<file path="src/rtl/fpl_pkg.sv">
package fpl_pkg;

   // Bit index of the busy status in the readback word
   localparam int unsigned BUSY_BIT = 0;
   // Bit index of the data write enable
   localparam int unsigned WEN_BIT  = 1;
   // Lowest bit of the map field
   localparam int unsigned MAP_LSB  = 2;

   // Unlock state held between the two command writes
   typedef enum logic [0:0] {
      UNL_IDLE  = 1'b0,
      UNL_ARMED = 1'b1
   } unl_state_e;

endpackage

</file>
<file path="src/rtl/fpl_unlock_seq.sv">
module fpl_unlock_seq #(
   parameter int unsigned CMD_W = 4,
   parameter logic [CMD_W-1:0] STEP1 = 4'h5,
   parameter logic [CMD_W-1:0] STEP2 = 4'hA
) (
   input  logic             clk,
   input  logic             rst_n,
   input  logic             wr_ok,
   input  logic [CMD_W-1:0] cmd,
   output logic             hit,
   output logic             launch
);
   import fpl_pkg::*;

   unl_state_e state_q, state_d;

   always_comb begin
      hit     = 1'b0;
      state_d = state_q;
      if (wr_ok) begin
         if (state_q == UNL_ARMED && cmd == STEP2) begin
            hit     = 1'b1;
            state_d = UNL_IDLE;
         end else if (cmd == STEP1) begin
            state_d = UNL_ARMED;
         end else begin
            state_d = UNL_IDLE;
         end
      end
   end

   always_ff @(posedge clk or negedge rst_n) begin
      if (!rst_n) begin
         state_q <= UNL_IDLE;
         launch  <= 1'b0;
      end else begin
         state_q <= state_d;
         launch  <= hit;
      end
   end

endmodule

</file>
<file path="src/rtl/fpl_busy_track.sv">
module fpl_busy_track (
   input  logic clk,
   input  logic rst_n,
   input  logic start,
   input  logic done,
   output logic busy
);

   always_ff @(posedge clk or negedge rst_n) begin
      if (!rst_n) begin
         busy <= 1'b0;
      end else if (busy) begin
         busy <= ~done;
      end else begin
         busy <= start;
      end
   end

endmodule

</file>
<file path="src/rtl/fpl_space_map.sv">
module fpl_space_map #(
   parameter int unsigned MAP_W = 2,
   parameter logic [MAP_W-1:0] MAP_HSB = 2'b01
) (
   input  logic             clk,
   input  logic             rst_n,
   input  logic             wr_ok,
   input  logic [MAP_W-1:0] map_in,
   input  logic             wen_in,
   output logic [MAP_W-1:0] map_q,
   output logic             wen_q,
   output logic             space_hsb
);

   always_ff @(posedge clk or negedge rst_n) begin
      if (!rst_n) begin
         map_q <= '0;
         wen_q <= 1'b0;
      end else if (wr_ok) begin
         map_q <= map_in;
         wen_q <= wen_in;
      end
   end

   assign space_hsb = (map_q == MAP_HSB);

endmodule

</file>
<file path="src/rtl/flash_prog_ctrl.sv">
module flash_prog_ctrl #(
   parameter int unsigned REG_W = 8,
   parameter int unsigned CMD_W = 4,
   parameter int unsigned MAP_W = 2,
   parameter logic [CMD_W-1:0] STEP1   = 4'h5,
   parameter logic [CMD_W-1:0] STEP2   = 4'hA,
   parameter logic [MAP_W-1:0] MAP_HSB = 2'b01
) (
   input  logic             clk,
   input  logic             rst_n,
   input  logic             reg_wr,
   input  logic [REG_W-1:0] reg_wdata,
   output logic [REG_W-1:0] reg_rdata,
   input  logic             prog_done,
   output logic             launch,
   output logic             space_hsb,
   output logic             data_wr_en,
   output logic             busy
);
   import fpl_pkg::*;

   localparam int unsigned CMD_LSB = REG_W - CMD_W;
   localparam int unsigned MAP_TOP = MAP_LSB + MAP_W;
   localparam int unsigned GAP_W   = CMD_LSB - MAP_TOP;

   // Elaboration-time parameter checks
   if (STEP1 == STEP2) begin : g_bad_steps
      $error("flash_prog_ctrl: the two unlock codes must differ");
   end
   if (MAP_TOP > CMD_LSB) begin : g_bad_layout
      $error("flash_prog_ctrl: map field overlaps the command field");
   end

   logic             wr_ok;
   logic             hit;
   logic [MAP_W-1:0] map_q;
   logic             unused_wbits;

   assign wr_ok = reg_wr & ~busy;

   fpl_unlock_seq #(
      .CMD_W (CMD_W),
      .STEP1 (STEP1),
      .STEP2 (STEP2)
   ) i_unlock (
      .clk    (clk),
      .rst_n  (rst_n),
      .wr_ok  (wr_ok),
      .cmd    (reg_wdata[REG_W-1:CMD_LSB]),
      .hit    (hit),
      .launch (launch)
   );

   fpl_busy_track i_busy (
      .clk   (clk),
      .rst_n (rst_n),
      .start (hit),
      .done  (prog_done),
      .busy  (busy)
   );

   fpl_space_map #(
      .MAP_W   (MAP_W),
      .MAP_HSB (MAP_HSB)
   ) i_map (
      .clk       (clk),
      .rst_n     (rst_n),
      .wr_ok     (wr_ok),
      .map_in    (reg_wdata[MAP_TOP-1:MAP_LSB]),
      .wen_in    (reg_wdata[WEN_BIT]),
      .map_q     (map_q),
      .wen_q     (data_wr_en),
      .space_hsb (space_hsb)
   );

   // Readback: command field hidden, status and settings below it
   assign reg_rdata[REG_W-1:CMD_LSB]  = '0;
   assign reg_rdata[MAP_TOP-1:MAP_LSB] = map_q;
   assign reg_rdata[WEN_BIT]           = data_wr_en;
   assign reg_rdata[BUSY_BIT]          = busy;

   if (GAP_W > 0) begin : g_gap
      assign reg_rdata[CMD_LSB-1:MAP_TOP] = '0;
      assign unused_wbits = ^{reg_wdata[CMD_LSB-1:MAP_TOP], reg_wdata[BUSY_BIT]};
   end else begin : g_nogap
      assign unused_wbits = reg_wdata[BUSY_BIT];
   end

endmodule

</file>
<file path="config.mk">
export PLATFORM = sky130hd
export DESIGN_NAME = flash_prog_ctrl
export DESIGN_NICKNAME = d
export VERILOG_FILES = /design/src/rtl/fpl_pkg.sv /design/src/rtl/fpl_unlock_seq.sv /design/src/rtl/fpl_busy_track.sv /design/src/rtl/fpl_space_map.sv /design/src/rtl/flash_prog_ctrl.sv
export SDC_FILE = /design/constraint.sdc
export NUM_CORES = 1
export LEC_CHECK = 0
export BUFFER_PORTS_ARGS = -buffer_cell sky130_fd_sc_hd__buf_2
export CAP_MARGIN = 30
export CORE_AREA = 5 5 42 44
export CTS_CLUSTER_DIAMETER = 50
export CTS_CLUSTER_SIZE = 30
export DETAILED_ROUTE_END_ITERATION = 12
export DIE_AREA = 0 0 47 49
export GPL_ROUTABILITY_DRIVEN = 0
export PLACE_DENSITY_LB_ADDON = 0.2
export SYNTH_ARGS = -nofsm -noshare
export SYNTH_HDL_FRONTEND = slang
export SYNTH_SLANG_ARGS = --single-unit
export TNS_END_PERCENT = 20
</file>
<file path="constraint.sdc">
create_clock -name clk -period 2.05 [get_ports clk]
set_clock_uncertainty 0.15 [all_clocks]
set_input_delay 0 -clock clk [delete_from_list [all_inputs] [get_ports clk]]
set_output_delay 0 -clock clk [all_outputs]
set_load 0.005 [all_outputs]
</file>
==> Word-level counts from Yosys, hierarchy flattened <==
Index checks and enable logic that the tools add are counted.
{ "totals": {"regBits": 6, "inputBits": 12, "out_inout_bits": 12, "elab_cells": 17} }
{ "op_classes": {"eq_ne": 3, "n_mux": 5, "bitwise": 3, "reduce_logical": 1} }
{ "ops": {"columns": ["operator", "n"], "rows": [
  ["2-to-1 mux 1 bit", 5],
  ["== test 4 x 3 -> 1 bit (second input constant)", 1],
  ["== test 4 bit (second input constant)", 1],
  ["== test 2 x 1 -> 1 bit (second input constant)", 1],
  ["inverter 1 bit", 2],
  ["AND 1 bit", 1],
  ["logical AND 1 bit", 1]
]} }

==> Logic depth before layout (Yosys ltp) <==
{ "logic_depth": {"ltp_word": 5, "ltp_mapped": 2, "mapped_depth_nobuf": 2} }

==> Modules after synthesis <==
A second synthesis with hierarchy kept.
{ "hier_totals": {"hier_cells": 24, "area_unflattened_um2": 304.0} }
{ "modules_own_cells": {"columns": ["mod", "n_inst", "cells_each", "area_each_um2"], "rows": [
  ["fpl_space_map", 1, 7, 115.1],
  ["fpl_unlock_seq", 1, 6, 87.6],
  ["flash_prog_ctrl", 1, 8, 62.6],
  ["fpl_busy_track", 1, 3, 38.8]
]} }

==> Worst setup path after synthesis <==
No wires, ideal clock.
{ "synth_timing": {"path_kind": "reg2reg", "start": "register i_busy.busy", "end": "register i_map.map_q[0]", "setup_ns": 0.125, "t_arrival_ns": 0.916, "slack_ns": 0.859, "path_stages_with_launch": 3, "path_buffers": 0, "period_less_slack_ns": 1.191, "cell_sequence": "dfrtp_1 -> nor2b_4 -> mux2_4"} }
{ "synth_between": {"elab_chain_len": 2} }
{ "synth_lines": {"columns": ["item", "line", "rtl"], "rows": [
  ["from (decl)", "fpl_busy_track.sv:6", "output logic busy"],
  ["from (signal assigned)", "fpl_busy_track.sv:13", "busy <= ~done;"],
  ["from (signal assigned)", "fpl_busy_track.sv:15", "busy <= start;"],
  ["inverter 1 bit", "flash_prog_ctrl.sv:39", "assign wr_ok = reg_wr & ~busy;"],
  ["AND 1 bit", "flash_prog_ctrl.sv:39", null],
  ["to (signal assigned)", "fpl_space_map.sv:20", "map_q <= map_in;"],
  ["to (decl)", "fpl_space_map.sv:10", "output logic [MAP_W-1:0] map_q,"]
]} }
Every way passes these cells.
A chain may end at the register's enable or synchronous reset.

==> Worst setup path in the final report <==
Same ends and word-level chain as after synthesis.

==> metrics.yaml <==
grt-ovfl-total: 0
max_freq_mhz: 800
critPathKind: "reg2reg"
drive_gt1_share_pct: 55.1
maxCapViolations: 0
synth.top_cell.area_share_pct: 45.5
design_area_um2: 489
wl_per_cell_um: 11.0
r2r_end: "i_map.map_q[0]"
fillers: 146
port_buffers: 18
setup_violations: 0
grt_max_degree: 7
antenna_found_initial: 0
cp_max_fo: 5
path_clk_slew_ps: 40
totalNegativeSetupSlack_ps: 0
dr_total_vias: 257
fin_nets: 63
cts_sinks: 6
areaGrowthSynthToFinish_pct: 48.1
start_kind: "flop"
grt_usage_pct: 7.06
start_util_pct: 23.6
antennaDiodeCount: 0
synth_cell_types: 12
critPathRequiredTime_ps: 2020
r2r_start: "i_busy.busy"
hp-class: "in2reg"
cts_tree: "built"
cts-root-buf: "clkbuf_4"
p_leak_nw: 0.278
period_share_pct: 61.0
grt_pass1_wl_mm: 1.13
whs_path_depth: 3
ys_warn_count: 0
drt-initial-drc-count: 2
grt_pass1_vias: 292
netlist_instances: 25
die_h_um: 49
fp.dieW_um: 47
fp.dieArea_um2: 2300
wl_um: 718
min_from: "reg_wdata[7]"
ys_seq_area_share_pct: 45.5
via_per_inst: 3.95
status: "finished, final reports clean"
rows: 14
core_um2: 1400
drc: 0
p_per_area_nw_per_um2: 592
cts_buffers: 3
rr_worst_depth: 2
placed_area_um2: 407
power_w: 0.000289
synth_area_per_cell_um2: 13.2
seqCellArea_um2: 150
clkLatencyLatePin_ps: 240
synth_area_um2: 330
rsz0062_at_grt: "false"
drtPass1Iterations: 2
period_minus_slack_ps: 1250
multiInputGateArea_um2: 143
htree_levels: 1
yosysTopAreaCell: "dfrtp_1"
min_to: "i_busy.busy"
ios: 24
hold_viol: 0
layout_commonest_cell: "buf_2"
slew_viol_final: 0
synth_seq_cells: 6
peakVddDrop_v: 0.000198
synth_area_leaders: "dfrtp_1 (45%), mux2_4 (18%), buf_4 (14%)"
arrival_ps: 1220
layout_common_cells: "buf_2 (18), dlygate4sd3_1 (6), dfrtp_1 (6), mux2_4 (4), conb_1 (4)"
rrSetupSlack_ps: 800
endpoint_kind: "flop"
cts.path.max_buffers: 2
ant_nets: 0
[critical path, stage by stage (launching register included)]
cell,delay (ps)
dfrtp_1,440
nor2b_4,230
mux2_4,320
[cell families (layout without fill, tap and decap cells)]
| group | Yosys count | after routing | synth area share [%] |
|---|---|---|---|
| buf+inv | 7 | 28 | 14.8 |
| flops | 6 | 6 | 45.5 |
| simple gates | 6 | 6 | 17.8 |
| mux | 4 | 4 | 18.2 |
| other cells | 1 | 4 | 1.14 |
| compound gates | 1 | 1 | 2.65 |
[per-stage QoR]
stage / setup WS (ps) / util, % / instances / hold WS, ps
6_report: 800 / 34.9 / 65 / 13.6
5_1_grt: 762 / 34.9 / 65 / 26.0
4_1_cts: 793 / 34.9 / 65 / 12.3
3_5_place_dp: 796 / 29.0 / 56 / -316
3_3_place_gp: 829 / 29.0 / 56 / -321
2_1_floorplan: 859 / - / 28 / -446
[cells in the mapped netlist, drive strengths merged]
cell    instances
buf             6
conb            1
mux2            4
and2            1
and4bb          1
dfrtp           6
a22o            1
nor4bb          1
inv             1
nor2b           2
and3b           1
[layer usage]
layer / wire, um / global-route usage, % / up-vias / share of wire (%)
met1: 296 / 7.54 / 116 / 41
met5: 0 / 0 / - / 0
met4: 0 / 2.76 / 0 / 0
met3: 96 / 4.43 / 0 / 13
li1: - / - / 123 / -
met2: 325 / 10.9 / 18 / 45
[flip-flops by register name, summed over array words and instances (netlist names)]
signal and count:
i_unlock.launch 1, i_map.wen_q 1, i_unlock.state_q 1, i_busy.busy 1, i_map.map_q 2
[worst max path at each step]
stage,cells past startpoint,end,slack (ps),from
6_report,2,i_map.map_q[0],800,i_busy.busy
5_1_grt,2,i_map.map_q[0],760,i_busy.busy
4_1_cts,2,i_map.map_q[0],790,i_busy.busy
3_5_place_dp,2,i_unlock.state_q,800,i_busy.busy
3_3_place_gp,2,i_map.map_q[0],830,i_busy.busy
2_1_floorplan,2,i_map.map_q[0],860,i_busy.busy
[timing repair]
action | in CTS | in global routing
hold endpoints to repair | 10 | 0
hold buffers | 6 | 0
setup buffers | 0 | 0
resized for setup | 0 | 0
[power by group]
part | internal (W) | total (W) | switching (W)
Clock | 0.0000660 | 0.000106 | 0.0000397
Combinational | 0.0000351 | 0.0000535 | 0.0000184
Sequential | 0.000126 | 0.000130 | 0.00000444
Total | 0.000227 | 0.000289 | 0.0000626
[final cells by class]
type                            count  area share [%]
Tap cell                           16            4.09
Inverter                            1           0.767
Sequential cell                     6            30.7
Multi-Input combinational cell     15            29.2
Clock buffer                        3            4.60
Timing Repair Buffer               24            30.7
No activity file was read; power rests on OpenSTA's default activity.
